<file path="config.mk">
export PLATFORM = sky130hd
export DESIGN_NAME = ccp_channel
export DESIGN_NICKNAME = d
export VERILOG_FILES = /design/src/rtl/ccp_pkg.sv /design/src/rtl/ccp_capture_unit.sv /design/src/rtl/ccp_compare_unit.sv /design/src/rtl/ccp_pwm_unit.sv /design/src/rtl/ccp_channel.sv
export SDC_FILE = /design/constraint.sdc
export NUM_CORES = 1
export LEC_CHECK = 0
export ABC_CLOCK_PERIOD_IN_PS = 3300
export BUFFER_PORTS_ARGS = -buffer_cell sky130_fd_sc_hd__buf_2
export CORE_MARGIN = 2
export CORE_UTILIZATION = 30
export DETAILED_ROUTE_END_ITERATION = 16
export HOLD_SLACK_MARGIN = 0.1
export PLACE_DENSITY_LB_ADDON = 0.08
export SYNTH_ARGS = -nofsm -noshare
export SYNTH_HDL_FRONTEND = slang
export SYNTH_SLANG_ARGS = --single-unit
</file>
<file path="constraint.sdc">
create_clock -name clk -period 3.3 [get_ports clk]
set_input_delay 0.495 -clock clk [delete_from_list [all_inputs] [get_ports clk]]
set_output_delay 0.495 -clock clk [all_outputs]
set_load 0.005 [all_outputs]
</file>
<file path="src/rtl/ccp_pkg.sv">
`timescale 1ns/1ps
package ccp_pkg;

   typedef enum logic [3:0] {
      MODE_OFF        = 4'h0,
      MODE_CAP_FALL   = 4'h4,
      MODE_CAP_RISE   = 4'h5,
      MODE_CAP_RISE4  = 4'h6,
      MODE_CAP_RISE16 = 4'h7,
      MODE_CMP_SET    = 4'h8,
      MODE_CMP_CLR    = 4'h9,
      MODE_CMP_IRQ    = 4'hA,
      MODE_CMP_TRIG   = 4'hB,
      MODE_PWM        = 4'hC
   } ccp_mode_e;

   localparam logic [1:0] ADDR_LO   = 2'd0;
   localparam logic [1:0] ADDR_HI   = 2'd1;
   localparam logic [1:0] ADDR_CTRL = 2'd2;

   function automatic logic is_capture(input logic [3:0] m);
      return (m == MODE_CAP_FALL) || (m == MODE_CAP_RISE) ||
             (m == MODE_CAP_RISE4) || (m == MODE_CAP_RISE16);
   endfunction

   function automatic logic is_compare(input logic [3:0] m);
      return (m == MODE_CMP_SET) || (m == MODE_CMP_CLR) ||
             (m == MODE_CMP_IRQ) || (m == MODE_CMP_TRIG);
   endfunction

   function automatic logic is_pwm(input logic [3:0] m);
      return m == MODE_PWM;
   endfunction

endpackage

</file>
<file path="src/rtl/ccp_capture_unit.sv">
`timescale 1ns/1ps
module ccp_capture_unit
   import ccp_pkg::*;
#(
   parameter int SYNC_STAGES = 2,
   parameter int PRESC_W     = 4
) (
   input  logic       clk,
   input  logic       rst_n,
   input  logic [3:0] mode,
   input  logic       restart,
   input  logic       pin,
   output logic       cap_evt
);

   logic [SYNC_STAGES-1:0] sync_q;
   logic                   prev_q;
   logic [PRESC_W-1:0]     presc_q;
   logic                   pin_s, rise, fall, step;

   // synchroniser chain, depth chosen by parameter
   generate
      if (SYNC_STAGES == 1) begin : g_sync1
         always_ff @(posedge clk or negedge rst_n)
            if (!rst_n) sync_q <= '0;
            else        sync_q <= pin;
      end else begin : g_syncn
         always_ff @(posedge clk or negedge rst_n)
            if (!rst_n) sync_q <= '0;
            else        sync_q <= {sync_q[SYNC_STAGES-2:0], pin};
      end
   endgenerate

   assign pin_s = sync_q[SYNC_STAGES-1];

   always_ff @(posedge clk or negedge rst_n)
      if (!rst_n) prev_q <= 1'b0;
      else        prev_q <= pin_s;

   assign rise = pin_s & ~prev_q;
   assign fall = ~pin_s & prev_q;
   assign step = rise & ((mode == MODE_CAP_RISE4) || (mode == MODE_CAP_RISE16));

   always_ff @(posedge clk or negedge rst_n)
      if (!rst_n)       presc_q <= '0;
      else if (restart) presc_q <= '0;
      else if (step)    presc_q <= presc_q + 1'b1;

   always_comb begin
      case (mode)
         MODE_CAP_FALL:   cap_evt = fall;
         MODE_CAP_RISE:   cap_evt = rise;
         MODE_CAP_RISE4:  cap_evt = rise && (presc_q[1:0] == 2'b11);
         MODE_CAP_RISE16: cap_evt = rise && (presc_q[3:0] == 4'hF);
         default:         cap_evt = 1'b0;
      endcase
   end

   // a capture only happens while a capture code is selected
   a_r3_evt_in_capture: assert property (@(posedge clk) disable iff (!rst_n)
      cap_evt |-> is_capture(mode));

   // the edge count never moves outside the prescaled codes
   a_r4_count_frozen: assert property (@(posedge clk) disable iff (!rst_n)
      (!restart && mode != MODE_CAP_RISE4 && mode != MODE_CAP_RISE16) |=> $stable(presc_q));

endmodule

</file>
<file path="src/rtl/ccp_compare_unit.sv">
`timescale 1ns/1ps
module ccp_compare_unit #(
   parameter int DATA_W = 16
) (
   input  logic              clk,
   input  logic              rst_n,
   input  logic              enable,
   input  logic [DATA_W-1:0] tb,
   input  logic [DATA_W-1:0] ref_val,
   output logic              hit
);

   logic match, match_q;

   assign match = enable && (tb == ref_val);

   always_ff @(posedge clk or negedge rst_n)
      if (!rst_n) match_q <= 1'b0;
      else        match_q <= match;

   assign hit = match & ~match_q;

   // a match event never repeats on the next cycle
   a_r5_single_event: assert property (@(posedge clk) disable iff (!rst_n)
      hit |=> !hit);

endmodule

</file>
<file path="src/rtl/ccp_pwm_unit.sv">
`timescale 1ns/1ps
module ccp_pwm_unit #(
   parameter int PER_W = 8
) (
   input  logic             clk,
   input  logic             rst_n,
   input  logic             enable,
   input  logic [PER_W-1:0] per_count,
   input  logic             per_roll,
   input  logic [PER_W-1:0] shadow,
   output logic             pwm_out,
   output logic [PER_W-1:0] active
);

   always_ff @(posedge clk or negedge rst_n) begin
      if (!rst_n) begin
         pwm_out <= 1'b0;
         active  <= '0;
      end else if (!enable) begin
         pwm_out <= 1'b0;
      end else if (per_roll) begin
         active  <= shadow;
         pwm_out <= (shadow != '0);
      end else if (per_count == active) begin
         pwm_out <= 1'b0;
      end
   end

   // a zero duty keeps the pulse from starting
   a_r9_zero_duty: assert property (@(posedge clk) disable iff (!rst_n)
      (enable && per_roll && shadow == '0) |=> !pwm_out);

   // the active duty changes only at a rollover
   a_r10_active_hold: assert property (@(posedge clk) disable iff (!rst_n)
      !(enable && per_roll) |=> $stable(active));

endmodule

</file>
<file path="src/rtl/ccp_channel.sv">
`timescale 1ns/1ps
module ccp_channel
   import ccp_pkg::*;
#(
   parameter int BYTE_W      = 8,
   parameter int PER_W       = 8,
   parameter int SYNC_STAGES = 2,
   parameter int PRESC_W     = 4,
   parameter bit SECOND_CH   = 1'b0
) (
   input  logic        clk,
   input  logic        rst_n,
   input  logic        reg_we,
   input  logic [1:0]  reg_addr,
   input  logic [7:0]  reg_wdata,
   output logic [7:0]  reg_rdata,
   input  logic [15:0] tb_count,
   input  logic [7:0]  per_count,
   input  logic        per_rollover,
   input  logic        cap_pin,
   output logic        out_pin,
   output logic        irq_flag,
   input  logic        irq_clr,
   output logic        tb_clear,
   input  logic        adc_en,
   output logic        adc_start
);

   localparam int DATA_W = 2 * BYTE_W;

   initial begin
      if (BYTE_W != 8)     $fatal(1, "ccp_channel: BYTE_W must match the 8-bit register port");
      if (PER_W > BYTE_W)  $fatal(1, "ccp_channel: PER_W must fit in one byte");
      if (SYNC_STAGES < 2) $fatal(1, "ccp_channel: SYNC_STAGES must be at least 2");
      if (PRESC_W < 4)     $fatal(1, "ccp_channel: PRESC_W must be at least 4");
   end

   logic [BYTE_W-1:0] lo_q, hi_q;
   logic [3:0]        mode_q;
   logic              irq_q, pin_q, tbclr_q;
   logic              we_lo, we_hi, we_ctrl;
   logic              cap_evt, cmp_hit, pwm_out;
   logic [PER_W-1:0]  active;
   logic [BYTE_W-1:0] active_ext;
   logic              cmp_pin_mode;

   assign we_lo   = reg_we && (reg_addr == ADDR_LO);
   assign we_hi   = reg_we && (reg_addr == ADDR_HI);
   assign we_ctrl = reg_we && (reg_addr == ADDR_CTRL);

   ccp_capture_unit #(
      .SYNC_STAGES (SYNC_STAGES),
      .PRESC_W     (PRESC_W)
   ) u_cap (
      .clk     (clk),
      .rst_n   (rst_n),
      .mode    (mode_q),
      .restart (we_ctrl),
      .pin     (cap_pin),
      .cap_evt (cap_evt)
   );

   ccp_compare_unit #(
      .DATA_W (DATA_W)
   ) u_cmp (
      .clk     (clk),
      .rst_n   (rst_n),
      .enable  (is_compare(mode_q)),
      .tb      (tb_count),
      .ref_val ({hi_q, lo_q}),
      .hit     (cmp_hit)
   );

   ccp_pwm_unit #(
      .PER_W (PER_W)
   ) u_pwm (
      .clk       (clk),
      .rst_n     (rst_n),
      .enable    (is_pwm(mode_q)),
      .per_count (per_count[PER_W-1:0]),
      .per_roll  (per_rollover),
      .shadow    (lo_q[PER_W-1:0]),
      .pwm_out   (pwm_out),
      .active    (active)
   );

   // data register: a capture beats a software write in the same cycle
   always_ff @(posedge clk or negedge rst_n) begin
      if (!rst_n) begin
         lo_q <= '0;
         hi_q <= '0;
      end else if (cap_evt) begin
         lo_q <= tb_count[BYTE_W-1:0];
         hi_q <= tb_count[DATA_W-1:BYTE_W];
      end else begin
         if (we_lo) lo_q <= reg_wdata;
         if (we_hi && !is_pwm(mode_q)) hi_q <= reg_wdata;
      end
   end

   always_ff @(posedge clk or negedge rst_n)
      if (!rst_n)       mode_q <= MODE_OFF;
      else if (we_ctrl) mode_q <= reg_wdata[3:0];

   // compare output level
   always_ff @(posedge clk or negedge rst_n) begin
      if (!rst_n)       pin_q <= 1'b0;
      else if (we_ctrl) pin_q <= (reg_wdata[3:0] == MODE_CMP_CLR);
      else if (cmp_hit) begin
         if (mode_q == MODE_CMP_SET)      pin_q <= 1'b1;
         else if (mode_q == MODE_CMP_CLR) pin_q <= 1'b0;
      end
   end

   assign cmp_pin_mode = (mode_q == MODE_CMP_SET) || (mode_q == MODE_CMP_CLR);

   always_comb begin
      if (is_pwm(mode_q))    out_pin = pwm_out;
      else if (cmp_pin_mode) out_pin = pin_q;
      else                   out_pin = 1'b0;
   end

   // sticky flag, events win over the clear
   always_ff @(posedge clk or negedge rst_n)
      if (!rst_n)                  irq_q <= 1'b0;
      else if (cap_evt || cmp_hit) irq_q <= 1'b1;
      else if (irq_clr)            irq_q <= 1'b0;

   assign irq_flag = irq_q;

   always_ff @(posedge clk or negedge rst_n)
      if (!rst_n) tbclr_q <= 1'b0;
      else        tbclr_q <= cmp_hit && (mode_q == MODE_CMP_TRIG);

   assign tb_clear = tbclr_q;

   generate
      if (SECOND_CH) begin : g_adc
         logic adc_q;
         always_ff @(posedge clk or negedge rst_n)
            if (!rst_n) adc_q <= 1'b0;
            else        adc_q <= cmp_hit && (mode_q == MODE_CMP_TRIG) && adc_en;
         assign adc_start = adc_q;
      end else begin : g_no_adc
         assign adc_start = 1'b0;
      end
   endgenerate

   always_comb begin
      active_ext = '0;
      active_ext[PER_W-1:0] = active;
   end

   always_comb begin
      case (reg_addr)
         ADDR_LO:   reg_rdata = lo_q;
         ADDR_HI:   reg_rdata = is_pwm(mode_q) ? active_ext : hi_q;
         ADDR_CTRL: reg_rdata = {4'b0000, mode_q};
         default:   reg_rdata = 8'h00;
      endcase
   end

   // any event leaves the flag set on the next cycle
   a_r11_event_sets_flag: assert property (@(posedge clk) disable iff (!rst_n)
      (cap_evt || cmp_hit) |=> irq_flag);

   // the timebase clear strobe lasts one cycle
   a_r7_clear_one_cycle: assert property (@(posedge clk) disable iff (!rst_n)
      tb_clear |=> !tb_clear);

   // a conversion start only comes with a timebase clear
   a_r8_adc_with_clear: assert property (@(posedge clk) disable iff (!rst_n)
      adc_start |-> tb_clear);

   // a set-on-match event drives the pin high
   a_r6_set_drives_high: assert property (@(posedge clk) disable iff (!rst_n)
      (cmp_hit && mode_q == MODE_CMP_SET && !we_ctrl) |=> out_pin);

   // without a live mode the flag cannot rise
   a_r12_quiet_flag: assert property (@(posedge clk) disable iff (!rst_n)
      (!is_capture(mode_q) && !is_compare(mode_q)) |=> !$rose(irq_flag));

endmodule

</file>
==> results of run 1 <==
-- metal layers --
layer | vias to the layer above | track usage (%)
met5 | - | 0
met4 | 0 | 3.623
li1 | 908 | -
met2 | 38 | 22.62
met1 | 827 | 20.51
met3 | 2 | 3.291
-- path summary, 6_finish.rpt --
| check | start | to | cells past startpoint |
|---|---|---|---|
| setup / recovery | mode_q[1]$_DFFE_PN0P_ | reg_rdata[6] | 6 |
| max in group asynchronous | rst_n | u_cap.presc_q[2]$_DFFE_PN0P_ | 1 |
| setup reg to reg | mode_q[0]$_DFFE_PN0P_ | lo_q[4]$_DFFE_PN0P_ | 6 |
| hold reg to reg | u_cap.sync_q[0]$_DFF_PN0_ | u_cap.sync_q[1]$_DFF_PN0_ | 0 |
| hold / removal | cap_pin | u_cap.sync_q[0]$_DFF_PN0_ | 1 |
| min in group asynchronous | rst_n | hi_q[5]$_DFFE_PN0P_ | 1 |
-- layout by cell type (no fill, tap or decap), types with 2 or more instances in the layout --
master,count
sky130_fd_sc_hd__nand3b_1,4
sky130_fd_sc_hd__nor3_1,2
sky130_fd_sc_hd__a21oi_1,6
sky130_fd_sc_hd__xor2_1,10
sky130_fd_sc_hd__nand4_1,4
sky130_fd_sc_hd__o21ai_0,2
sky130_fd_sc_hd__clkbuf_8,5
sky130_fd_sc_hd__mux2i_1,29
sky130_fd_sc_hd__dfrtp_1,40
sky130_fd_sc_hd__o22ai_1,5
sky130_fd_sc_hd__nand2_1,16
sky130_fd_sc_hd__nor4b_1,2
sky130_fd_sc_hd__buf_2,50
sky130_fd_sc_hd__and2_1,2
sky130_fd_sc_hd__nor2_1,27
sky130_fd_sc_hd__nor4_1,3
sky130_fd_sc_hd__mux2_4,8
sky130_fd_sc_hd__buf_4,4
sky130_fd_sc_hd__inv_1,3
sky130_fd_sc_hd__a21oi_2,13
sky130_fd_sc_hd__xnor2_1,17
sky130_fd_sc_hd__nand2b_1,2
sky130_fd_sc_hd__a211oi_1,4
-- final cells by class --
| class | count | area [um2] |
|---|---|---|
| well taps | 102 | 127.6 |
| clock buffers | 6 | 72.57 |
| clock inverters | 1 | 5.005 |
| fillers | 812 | 4937 |
| inverters | 3 | 11.26 |
| repair buffers | 54 | 280.3 |
| flip-flops and latches | 40 | 1001 |
| multi-input cells | 175 | 1333 |
-- cells in the mapped netlist (2+ instances only) --
cell                        n  area [um2]
sky130_fd_sc_hd__o21ai_0    2       10.01
sky130_fd_sc_hd__buf_2      3       15.01
sky130_fd_sc_hd__xnor2_1   17       148.9
sky130_fd_sc_hd__clkbuf_1   2       7.510
sky130_fd_sc_hd__a21oi_2   13       113.9
sky130_fd_sc_hd__and2_1     2       12.51
sky130_fd_sc_hd__o22ai_1    5       31.28
sky130_fd_sc_hd__buf_6      3       33.78
sky130_fd_sc_hd__nand3b_1   4       30.03
sky130_fd_sc_hd__nor4_1     3       18.77
sky130_fd_sc_hd__inv_1      3       11.26
sky130_fd_sc_hd__nor4b_1    2       17.52
sky130_fd_sc_hd__nor2_1    27       101.4
sky130_fd_sc_hd__nand2_1   16       60.06
sky130_fd_sc_hd__mux2_4     8       120.1
sky130_fd_sc_hd__mux2i_1   29       290.3
sky130_fd_sc_hd__a211oi_1   4       30.03
sky130_fd_sc_hd__nand4_1    4       25.02
sky130_fd_sc_hd__buf_4      3       22.52
sky130_fd_sc_hd__nand2b_1   2       12.51
sky130_fd_sc_hd__nor3_1     2       10.01
sky130_fd_sc_hd__a21oi_1    6       30.03
sky130_fd_sc_hd__xor2_1    10       87.58
sky130_fd_sc_hd__dfrtp_1   40        1001
-- cell families after synthesis --
group / share of synthesized area (%)
and+or+nand+nor: 16.23
DFF: 41.22
muxes: 16.90
AOI/OAI and AO/OA: 11.34
xor gates and xnor gates: 9.737
buffers and inverters: 3.915
adders and majority gates: 0.5151
other: 0.1544
-- flip-flops by register name, indices dropped and copies added, names as in the netlist --
register	cells
pin_q	1
u_cap.presc_q	4
u_cap.prev_q	1
mode_q	4
hi_q	8
irq_flag	1
lo_q	8
u_cmp.match_q	1
u_pwm.pwm_out	1
u_cap.sync_q	2
u_pwm.active	8
tb_clear	1
-- metrics by stage --
stage          hold WS, ns  setup WS (ns)  cell area (um2)
2_1_floorplan       0.1994          1.460             2429
4_1_cts             0.2984         0.8964             2830
5_1_grt             0.2890         0.7633             2830
3_5_place_dp        0.3365          1.216             2753
6_report            0.3101         0.9295             2830
3_3_place_gp        0.3335          1.202             2753
-- worst max-delay path: stages (launching register included) --
cell and delay [ns]:
sky130_fd_sc_hd__dfrtp_1 0.46, sky130_fd_sc_hd__nand2b_4 0.19, sky130_fd_sc_hd__nor3b_2 0.18, sky130_fd_sc_hd__buf_4 0.25, sky130_fd_sc_hd__mux2i_1 0.10, sky130_fd_sc_hd__a211oi_1 0.25, sky130_fd_sc_hd__buf_2 0.16
-- power by group through the flow --
stage / combinational, mW / sequential (mW) / clock, mW
CTS: 0.521 / 0.813 / 0.332
global route: 0.569 / 0.843 / 0.350
floorplan: 0.412 / 0.748 / 0
detailed placement: 0.519 / 0.823 / 0
global placement: 0.513 / 0.823 / 0
finish: 0.510 / 0.809 / 0.313
==> reports/summary.log, run 1 <==
[synthesis] Warnings, synthesis 0
[cells_and_area] net count of the finished layout 321
[drt] total via count in the routed design 1775
[clock_tree] CTS sink count 40
[drt] top routing layer used met4
[drt] antenna violation net count after detailed routing 0
[clock_tree] source-to-sink clock delay at the later pin of the worst-skew pair 0.29 ns
[clock_tree] Root Buffer sky130_fd_sc_hd__clkbuf_8
[drt] post-detailed-route wirelength per cell 15.48 um
[clock_tree] Num CTS Buffers 5
[floorplanning] # IOs 53
[placed_design] number of placed cells counting well taps 374
[clock_tree] TritonCTS clock tree done
[critical_path] Worst R2R Setup Slack 1.26 ns
[critical_path] endpoint arrival time on the critical path 1.88 ns
[grt] first-pass GRT wire length 9.687 mm
[power_and_ir_drop] leak pwr 1.247 nW
[cells_and_area] share of cells above drive strength 1 31.18%
[critical_path] startpoint class of the critical path flop
[placed_design] placer's final routability congestion estimate 0.7559
[power_and_ir_drop] internal portion of total power 1.070 mW
[cells_and_area] diodes inserted 0
[cells_and_area] end-of-flow core utilization 36.44%
[timing] number of hold violations in the final report 0
[power_and_ir_drop] post-layout power 1.632 mW
[synthesis] total nets after synthesis 272
[power_and_ir_drop] power density over the cells 576.7 mW/mm2
[drt] vias per cell 4.659
[synthesis] async set-or-reset flop fraction in the synthesized netlist 100.0%
[grt] antenna violations before repair 0
[power_and_ir_drop] share of total power consumed by net switching 34.44%
[clock_tree] htree depth 2
[grt] overall global routing resource usage 14.56%
[placed_design] total of buffers placed on input and output ports 50
[critical_path] Crit Path Class flop to output port
[synthesis] share of the yosys chip area belonging to registers 41.22%
[floorplanning] die outline area 0.008831 mm2
[power_and_ir_drop] Logic pwr share 31.2%
[floorplanning] effective utilization at floorplan 31.27%
[job] reported max-cap violation count 0
[timing] total negative setup slack 0 ns
[grt] pin count of the biggest net entering global routing 41
[clock_tree] CTS clock-pin slew for the worst setup and hold paths 0.08 ns
[drt] drt first-iter violations 93
[power_and_ir_drop] clock network fraction of total power 19.2%
[power_and_ir_drop] sequential group share of total power 49.6%
[critical_path] endpoint class of the critical path output port
[clock_tree] Gates resized, CTS repair 0
[grt] Overflow after GRT 0
[synthesis] number of enable-type register cells in the synthesized netlist 0
[drt] DRC violations left 0
[grt] via count of the first global-routing pass 1816
[floorplanning] core area 0.007767 mm2
[floorplanning] DIE WIDTH 93.98 um
[synthesis] unique cell type count in the Yosys netlist 44
[placed_design] DP HPWL 4.530 mm
[timing] final setup fails 0
[timing] maximum clock frequency 421.8 MHz
[clock_tree] post-CTS setup buffers 0
[worst_hold_path] Min-Delay Path Class input port to flop
[synthesis] Syn Inst Count 230
[floorplanning] Die Height 93.98 um
[floorplanning] FP Rows 32
[timing] setup repair after global routing missed its margin no
[timing] final period demand of the worst path 2.371 ns
[drt] detailed route wirelength on metal2 2.737 mm
[timing] Final Skew 0.004682 ns
[critical_path] CP Data Required Time 2.80 ns
[power_and_ir_drop] maximum vdd ir drop 0.2055 mV
[synthesis] count of state elements after synthesis 40
[drt] total met3 wirelength after detailed routing 230 um
[synthesis] Primary FF master, synth sky130_fd_sc_hd__dfrtp_1
[power_and_ir_drop] Net Switching 562.2 uW
[timing] Max-slew headroom 37.06%
[run_status] outcome finished clean
[clock_tree] maximum number of buffers from clock root to sink 2
[timing] share of the clock period used by the worst path 71.83%
[cells_and_area] Cell Count, Final, Fillers Out 381
[timing] slew of the pin with the lowest slew margin 0.9441 ns
[drt] WL final 5.897 mm
[critical_path] highest fanout seen on the critical path 11
[synthesis] average instance area after synthesis 10.56 um2
[synthesis] synthesized cell area 0.002429 mm2
[drt] total iterations of the first detailed-routing run 4
[drt] WL met1 2.901 mm
[clock_tree] number of hold-repair buffers added at the cts stage 0
[cells_and_area] Syn-to-layout area delta 16.54%
[timing] total count of max-transition violations in the final report 0
No activity file was read; power rests on OpenSTA's default activity.
==> run 2: changes to the inputs <==
--- a/config.mk
+++ b/config.mk
@@ -5,7 +5,7 @@
 export SDC_FILE = /design/constraint.sdc
 export NUM_CORES = 1
 export LEC_CHECK = 0
-export ABC_CLOCK_PERIOD_IN_PS = 3300
+export ABC_CLOCK_PERIOD_IN_PS = 2200
 export BUFFER_PORTS_ARGS = -buffer_cell sky130_fd_sc_hd__buf_2
 export CORE_MARGIN = 2
 export CORE_UTILIZATION = 30
==> constraint.sdc (replaced) <==
create_clock -name clk -period 2.2 [get_ports clk]
set_input_delay 0.33 -clock clk [delete_from_list [all_inputs] [get_ports clk]]
set_output_delay 0.33 -clock clk [all_outputs]
set_load 0.005 [all_outputs]
==> run 2 against run 1 <==
Effect of this change: global-route usage rose by 0.51 points; cell area rose by 3.9%; clock-buffer cell count fell by 1; first-iteration DRC count fell by 52%; via count rose by 2.1%; clock skew fell by 0.0024 ns; wire length rose by 5.5%; power rose by 61%; die area did not move; worst hold slack got worse by 0.22 ns; highest routed layer unchanged.
==> reports/summary.log, run 2 (synthesis gave the netlist of run 1 again) <==
[cells_and_area] net count of the finished layout 328
[floorplanning] Die Height 93.98 um
[power_and_ir_drop] power density over the cells 895.6 mW/mm2
[cells_and_area] leading cell types in the layout, fill and taps excluded sky130_fd_sc_hd__buf_2, sky130_fd_sc_hd__dfrtp_1, sky130_fd_sc_hd__mux2i_1, sky130_fd_sc_hd__nor2_1, sky130_fd_sc_hd__xnor2_1
[critical_path] startpoint class of the critical path flop
[clock_tree] htree depth 2
[clock_tree] maximum number of buffers from clock root to sink 2
[critical_path] most used cell, CP sky130_fd_sc_hd__buf_2
[placed_design] total of buffers placed on input and output ports 50
[placed_design] DP HPWL 4.601 mm
[timing] final setup fails 0
[timing] total count of max-transition violations in the final report 0
[clock_tree] Root Buffer sky130_fd_sc_hd__clkbuf_8
[run_status] outcome finished clean
[grt] via count of the first global-routing pass 1829
[clock_tree] Num CTS Buffers 5
[drt] WL final 6.219 mm
[timing] Post-Route Hold Slack 0.08821 ns
[drt] total iterations of the first detailed-routing run 4
[grt] pin count of the biggest net entering global routing 41
[cells_and_area] Cell Count, Final, Fillers Out 389
[cells_and_area] largest registers hi_q: 8 flops, lo_q: 8 flops, u_pwm.active: 8 flops
[cells_and_area] leading cell type in the layout, fill and taps excluded sky130_fd_sc_hd__buf_2
[cells_and_area] Storage cell area 0.001002 mm2
[floorplanning] core area 0.007767 mm2
[grt] antenna violations before repair 0
[grt] Overflow after GRT 0
[critical_path] highest fanout seen on the critical path 5
[floorplanning] FP Rows 32
[drt] vias per cell 4.658
[job] reported max-cap violation count 0
[critical_path] buffers plus inverters on the worst setup path 2
[placed_design] number of placed cells counting well taps 378
[critical_path] Crit Path Class flop to output port
[cells_and_area] Multi-input gate area 0.001355 mm2
[cells_and_area] Syn-to-layout area delta 21.12%
[timing] maximum clock frequency 473.2 MHz
[timing] number of hold violations in the final report 0
[grt] first-pass GRT wire length 9.894 mm
[critical_path] kind of cell with the highest combined delay on the critical path flip-flops
[drt] DRC violations left 0
[critical_path] longest individual stage delay on the worst path 0.43 ns
[clock_tree] TritonCTS clock tree done
[grt] overall global routing resource usage 15.07%
[placed_design] placer's final routability congestion estimate 0.7785
[timing] final period demand of the worst path 2.113 ns
[drt] total via count in the routed design 1812
[drt] drt first-iter violations 45
[critical_path] endpoint class of the critical path output port
[clock_tree] CTS clock-pin slew for the worst setup and hold paths 0.08 ns
[critical_path] crit path cell chain nand2b_4, nor3b_4, buf_2, mux2i_1, o22ai_1, buf_2
[timing] setup repair after global routing missed its margin yes
[drt] post-detailed-route wirelength per cell 15.99 um
[floorplanning] effective utilization at floorplan 31.27%
[clock_tree] source-to-sink clock delay at the later pin of the worst-skew pair 0.29 ns
[timing] Max-slew headroom 28.84%
[cells_and_area] share of cells above drive strength 1 34.84%
[critical_path] endpoint arrival time on the critical path 1.78 ns
[timing] share of the clock period used by the worst path 96.05%
[clock_tree] CTS sink count 40
[critical_path] CP Data Required Time 1.87 ns
[worst_hold_path] Min-Delay Path Class input port to asynchronous set/reset pin
[floorplanning] die outline area 0.008831 mm2
[critical_path] highest-delay cell along the critical path sky130_fd_sc_hd__dfrtp_1
[cells_and_area] layout filler cell count 827
[timing] slew of the pin with the lowest slew margin 1.063 ns
[floorplanning] DIE WIDTH 93.98 um
[power_and_ir_drop] leak pwr 1.303 nW
[floorplanning] # IOs 53
[drt] antenna violation net count after detailed routing 0
[power_and_ir_drop] maximum vdd ir drop 0.4075 mV
[timing] Final Skew 0.002278 ns
[clock_tree] number of hold-repair buffers added at the cts stage 0
[cells_and_area] diodes inserted 0
==> run 2: what timing repair did <==
item | 4_1_cts | 5_1_grt
setup buffers | 0 | 2
gates cloned | 0 | 1
resized for setup | 1 | 5
pin swaps | 0 | 2
endpoints found under the setup margin | 2 | 7
==> run 2: metal layers <==
metal  vias up  wire length [um]  share of wire, %  global-route usage (%)
li1        914                 -                 -                       -
met1       856              3069                49                   22.25
met2        38              2811                45                   22.74
met3         4               293               4.7                   2.488
met4         0                45              0.72                   3.986
met5         -                 0                 0                       0
==> run 2: through the flow <==
step                TNS (ns)  total power, mW  utilization, %  area (um2)  worst slack, ns
floorplan                  0            1.740               -        2429           0.5247
global placement           0            2.031           35.82        2783           0.1124
detailed placement         0            2.038           35.82        2783          0.04872
CTS                        0            2.660           37.27        2895         0.005261
global route        -0.02491            2.840           37.87        2942         -0.01511
finish                     0            2.635           37.87        2942          0.08689
==> run 2: area by class of cell <==
cell class / instances / share of cell area [%]
Multi-Input combinational cell: 175 / 46.07
Sequential cell: 40 / 34.07
Clock buffer: 5 / 2.339
Timing Repair Buffer: 61 / 11.36
Tap cell: 102 / 4.339
Clock inverter: 3 / 1.446
Inverter: 3 / 0.3828
==> run 2: final timing paths <==
kind,to,cells past startpoint,startpoint,slack [ns]
max,reg_rdata[3],6,mode_q[1]$_DFFE_PN0P_,0.09
min,hi_q[5]$_DFFE_PN0P_,2,rst_n,0.09
max reg2reg,irq_flag$_DFFE_PN0P_,4,u_cap.presc_q[2]$_DFFE_PN0P_,0.19
min reg2reg,u_cap.sync_q[1]$_DFF_PN0_,0,u_cap.sync_q[0]$_DFF_PN0_,0.35
max in group asynchronous,mode_q[3]$_DFFE_PN0P_,2,rst_n,1.72
min in group clk,u_cap.sync_q[0]$_DFF_PN0_,1,cap_pin,0.15
==> run 2: power by group <==
part | internal, mW | switching (mW) | total, mW | leakage (nW)
Combinational | 0.483 | 0.347 | 0.830 | 0.760
Clock | 0.336 | 0.271 | 0.607 | 0.0541
Sequential | 0.936 | 0.261 | 1.20 | 0.489
==> run 2: worst reg2reg max path, cell delays in order, from the launching register on <==
cell	delay [ns]
sky130_fd_sc_hd__dfrtp_1	0.41
sky130_fd_sc_hd__and2_1	0.17
sky130_fd_sc_hd__o2111a_1	0.26
sky130_fd_sc_hd__o21ai_4	0.81
sky130_fd_sc_hd__o221ai_2	0.21
==> run 3: changes to the inputs <==
--- a/config.mk
+++ b/config.mk
@@ -11,6 +11,7 @@
 export CORE_UTILIZATION = 30
 export DETAILED_ROUTE_END_ITERATION = 16
 export HOLD_SLACK_MARGIN = 0.1
+export MAX_ROUTING_LAYER = met4
 export PLACE_DENSITY_LB_ADDON = 0.08
 export SYNTH_ARGS = -nofsm -noshare
 export SYNTH_HDL_FRONTEND = slang
==> constraint.sdc (replaced) <==
create_clock -name clk -period 2.2 [get_ports clk]
set_input_delay 0.55 -clock clk [delete_from_list [all_inputs] [get_ports clk]]
set_output_delay 0.55 -clock clk [all_outputs]
set_load 0.005 [all_outputs]
==> run 3 against run 2 <==
Effect of this change: non-clock buffer count is 3 lower; critical path type unchanged; clock-buffer cell count stayed put; clock power is 27% lower; sequential power hardly changed; combinational power is 2% lower; highest routed layer unchanged; power is 6.3% lower; setup slack worse by 0.14 ns; the run now ends with setup timing left; utilization is 0.71 points lower; register-to-register slack better by 0.03 ns; first-iteration DRC count is 60% higher; maximum frequency is 6.2% lower; clock skew is 0.0017 ns higher.
==> reports/summary.log, run 3 (synthesis gave the netlist of run 1 again) <==
[run_status] outcome finished with violations
[run_status] violated checks setup timing
[timing] share of the clock period used by the worst path 102.4%
[cells_and_area] largest registers hi_q: 8 flops, lo_q: 8 flops, u_pwm.active: 8 flops
[timing] Max-slew headroom 54.06%
[drt] vias per cell 4.737
[critical_path] startpoint class of the critical path flop
[clock_tree] htree depth 2
[critical_path] highest-delay cell along the critical path sky130_fd_sc_hd__dfrtp_1
[timing] maximum clock frequency 443.8 MHz
[timing] final period demand of the worst path 2.254 ns
[cells_and_area] leading cell type in the layout, fill and taps excluded sky130_fd_sc_hd__buf_2
[critical_path] path depth of the worst reg2reg path 5
[drt] antenna violation net count after detailed routing 0
[drt] post-detailed-route wirelength per cell 16.29 um
[power_and_ir_drop] leak pwr 1.271 nW
[critical_path] kind of cell with the highest combined delay on the critical path simple AND/OR/NAND/NOR gates
[timing] setup repair after global routing missed its margin yes
[drt] total via count in the routed design 1819
[floorplanning] die outline area 0.008831 mm2
[critical_path] CP Data Required Time 1.65 ns
[grt] via count of the first global-routing pass 1893
[cells_and_area] leading cell types in the layout, fill and taps excluded sky130_fd_sc_hd__buf_2, sky130_fd_sc_hd__dfrtp_1, sky130_fd_sc_hd__mux2i_1, sky130_fd_sc_hd__nor2_1, sky130_fd_sc_hd__xnor2_1
[floorplanning] core area 0.007767 mm2
[clock_tree] source-to-sink clock delay at the later pin of the worst-skew pair 0.28 ns
[clock_tree] number of hold-repair buffers added at the cts stage 0
[critical_path] instance count on the critical path 6
[clock_tree] CTS clock-pin slew for the worst setup and hold paths 0.07 ns
[timing] Post-Route Hold Slack 0.3261 ns
[floorplanning] Die Height 93.98 um
[cells_and_area] Cell Count, Final, Fillers Out 384
[timing] final setup fails 7
[timing] total count of max-transition violations in the final report 0
[timing] number of hold violations in the final report 0
[placed_design] DP HPWL 4.626 mm
[power_and_ir_drop] maximum vdd ir drop 0.3663 mV
[clock_tree] maximum number of buffers from clock root to sink 2
[critical_path] buffers plus inverters on the worst setup path 2
[cells_and_area] layout filler cell count 831
[cells_and_area] diodes inserted 0
[cells_and_area] summed area of non-filler cells in the final layout 0.002887 mm2
[timing] total negative setup slack -0.2528 ns
[critical_path] highest fanout seen on the critical path 11
[critical_path] crit path cell chain nand2b_4, nor3b_4, buf_12, mux2i_1, a211oi_1, buf_2
[placed_design] pre-CTS setup slack 0.03739 ns
[worst_hold_path] Min-Delay Path Class input port to asynchronous set/reset pin
[drt] drt first-iter violations 72
[placed_design] placer's final routability congestion estimate 0.7767
[clock_tree] Num CTS Buffers 5
[grt] Overflow after GRT 0
[cells_and_area] net count of the finished layout 326
[critical_path] endpoint class of the critical path output port
[placed_design] total of buffers placed on input and output ports 50
[cells_and_area] end-of-flow core utilization 37.16%
[critical_path] Crit Path Class flop to output port
[clock_tree] CTS sink count 40
[timing] Final Skew 0.003959 ns
[floorplanning] effective utilization at floorplan 31.27%
[floorplanning] # IOs 53
[floorplanning] DIE WIDTH 93.98 um
[placed_design] Cell Area, Placed 0.002788 mm2
[cells_and_area] share of cells above drive strength 1 32.27%
[grt] overall global routing resource usage 15.49%
[timing] slew of the pin with the lowest slew margin 0.6866 ns
[grt] antenna violations before repair 0
[drt] WL final 6.256 mm
[placed_design] number of placed cells counting well taps 377
[grt] pin count of the biggest net entering global routing 41
[grt] first-pass GRT wire length 10.07 mm
[floorplanning] FP Rows 32
[power_and_ir_drop] post-layout power 2.469 mW
[timing] min setup slack post-route -0.05351 ns
[drt] DRC violations left 0
[drt] total iterations of the first detailed-routing run 4
[job] reported max-cap violation count 0
[cells_and_area] Syn-to-layout area delta 18.86%
[critical_path] longest individual stage delay on the worst path 0.38 ns
[critical_path] endpoint arrival time on the critical path 1.70 ns
[power_and_ir_drop] power density over the cells 855.5 mW/mm2
[clock_tree] TritonCTS clock tree done
[clock_tree] Root Buffer sky130_fd_sc_hd__clkbuf_8
## run 3: routing by layer
| metal | GRT usage (%) | wire length [um] | up-vias |
|---|---|---|---|
| met5 | - | 0 | - |
| met4 | 3.623 | 64 | 0 |
| met3 | 2.568 | 151 | 5 |
| met2 | 22.92 | 2800 | 30 |
| met1 | 22.24 | 3239 | 870 |
| li1 | - | - | 914 |
## run 3: final cells by class
| type | instances | area, um2 | area share, % |
|---|---|---|---|
| timing repair buffer | 58 | 322.8 | 11.18 |
| sequential | 40 | 1001 | 34.68 |
| tap | 102 | 127.6 | 4.421 |
| clock buffer | 5 | 68.82 | 2.384 |
| inverter | 3 | 11.26 | 0.3901 |
| multi-input combinational | 176 | 1355 | 46.94 |
## run 3: timing repair
| item | 4_1_cts | 5_1_grt |
|---|---|---|
| gates resized for setup | 1 | 1 |
| hold endpoints to repair | 0 | 0 |
| pin swaps | 1 | 1 |
| setup endpoints to repair | 8 | 24 |
| cloned | 0 | 1 |
| setup buffers | 1 | 0 |
## run 3: path summary, 6_finish.rpt
path	slack, ns	startpoint	end
min in group clk	0.35	u_cap.sync_q[0]$_DFF_PN0_	u_cap.sync_q[1]$_DFF_PN0_
min reg2reg	0.35	u_cap.sync_q[0]$_DFF_PN0_	u_cap.sync_q[1]$_DFF_PN0_
max in group asynchronous	1.51	rst_n	u_cap.sync_q[0]$_DFF_PN0_
max reg2reg	0.22	mode_q[0]$_DFFE_PN0P_	lo_q[4]$_DFFE_PN0P_
min	0.33	rst_n	hi_q[7]$_DFFE_PN0P_
max	-0.05	mode_q[1]$_DFFE_PN0P_	reg_rdata[6]
## run 3: where the power goes
part	switching, mW	internal, mW
combinational	0.340	0.473
clock	0.240	0.205
sequential	0.275	0.936
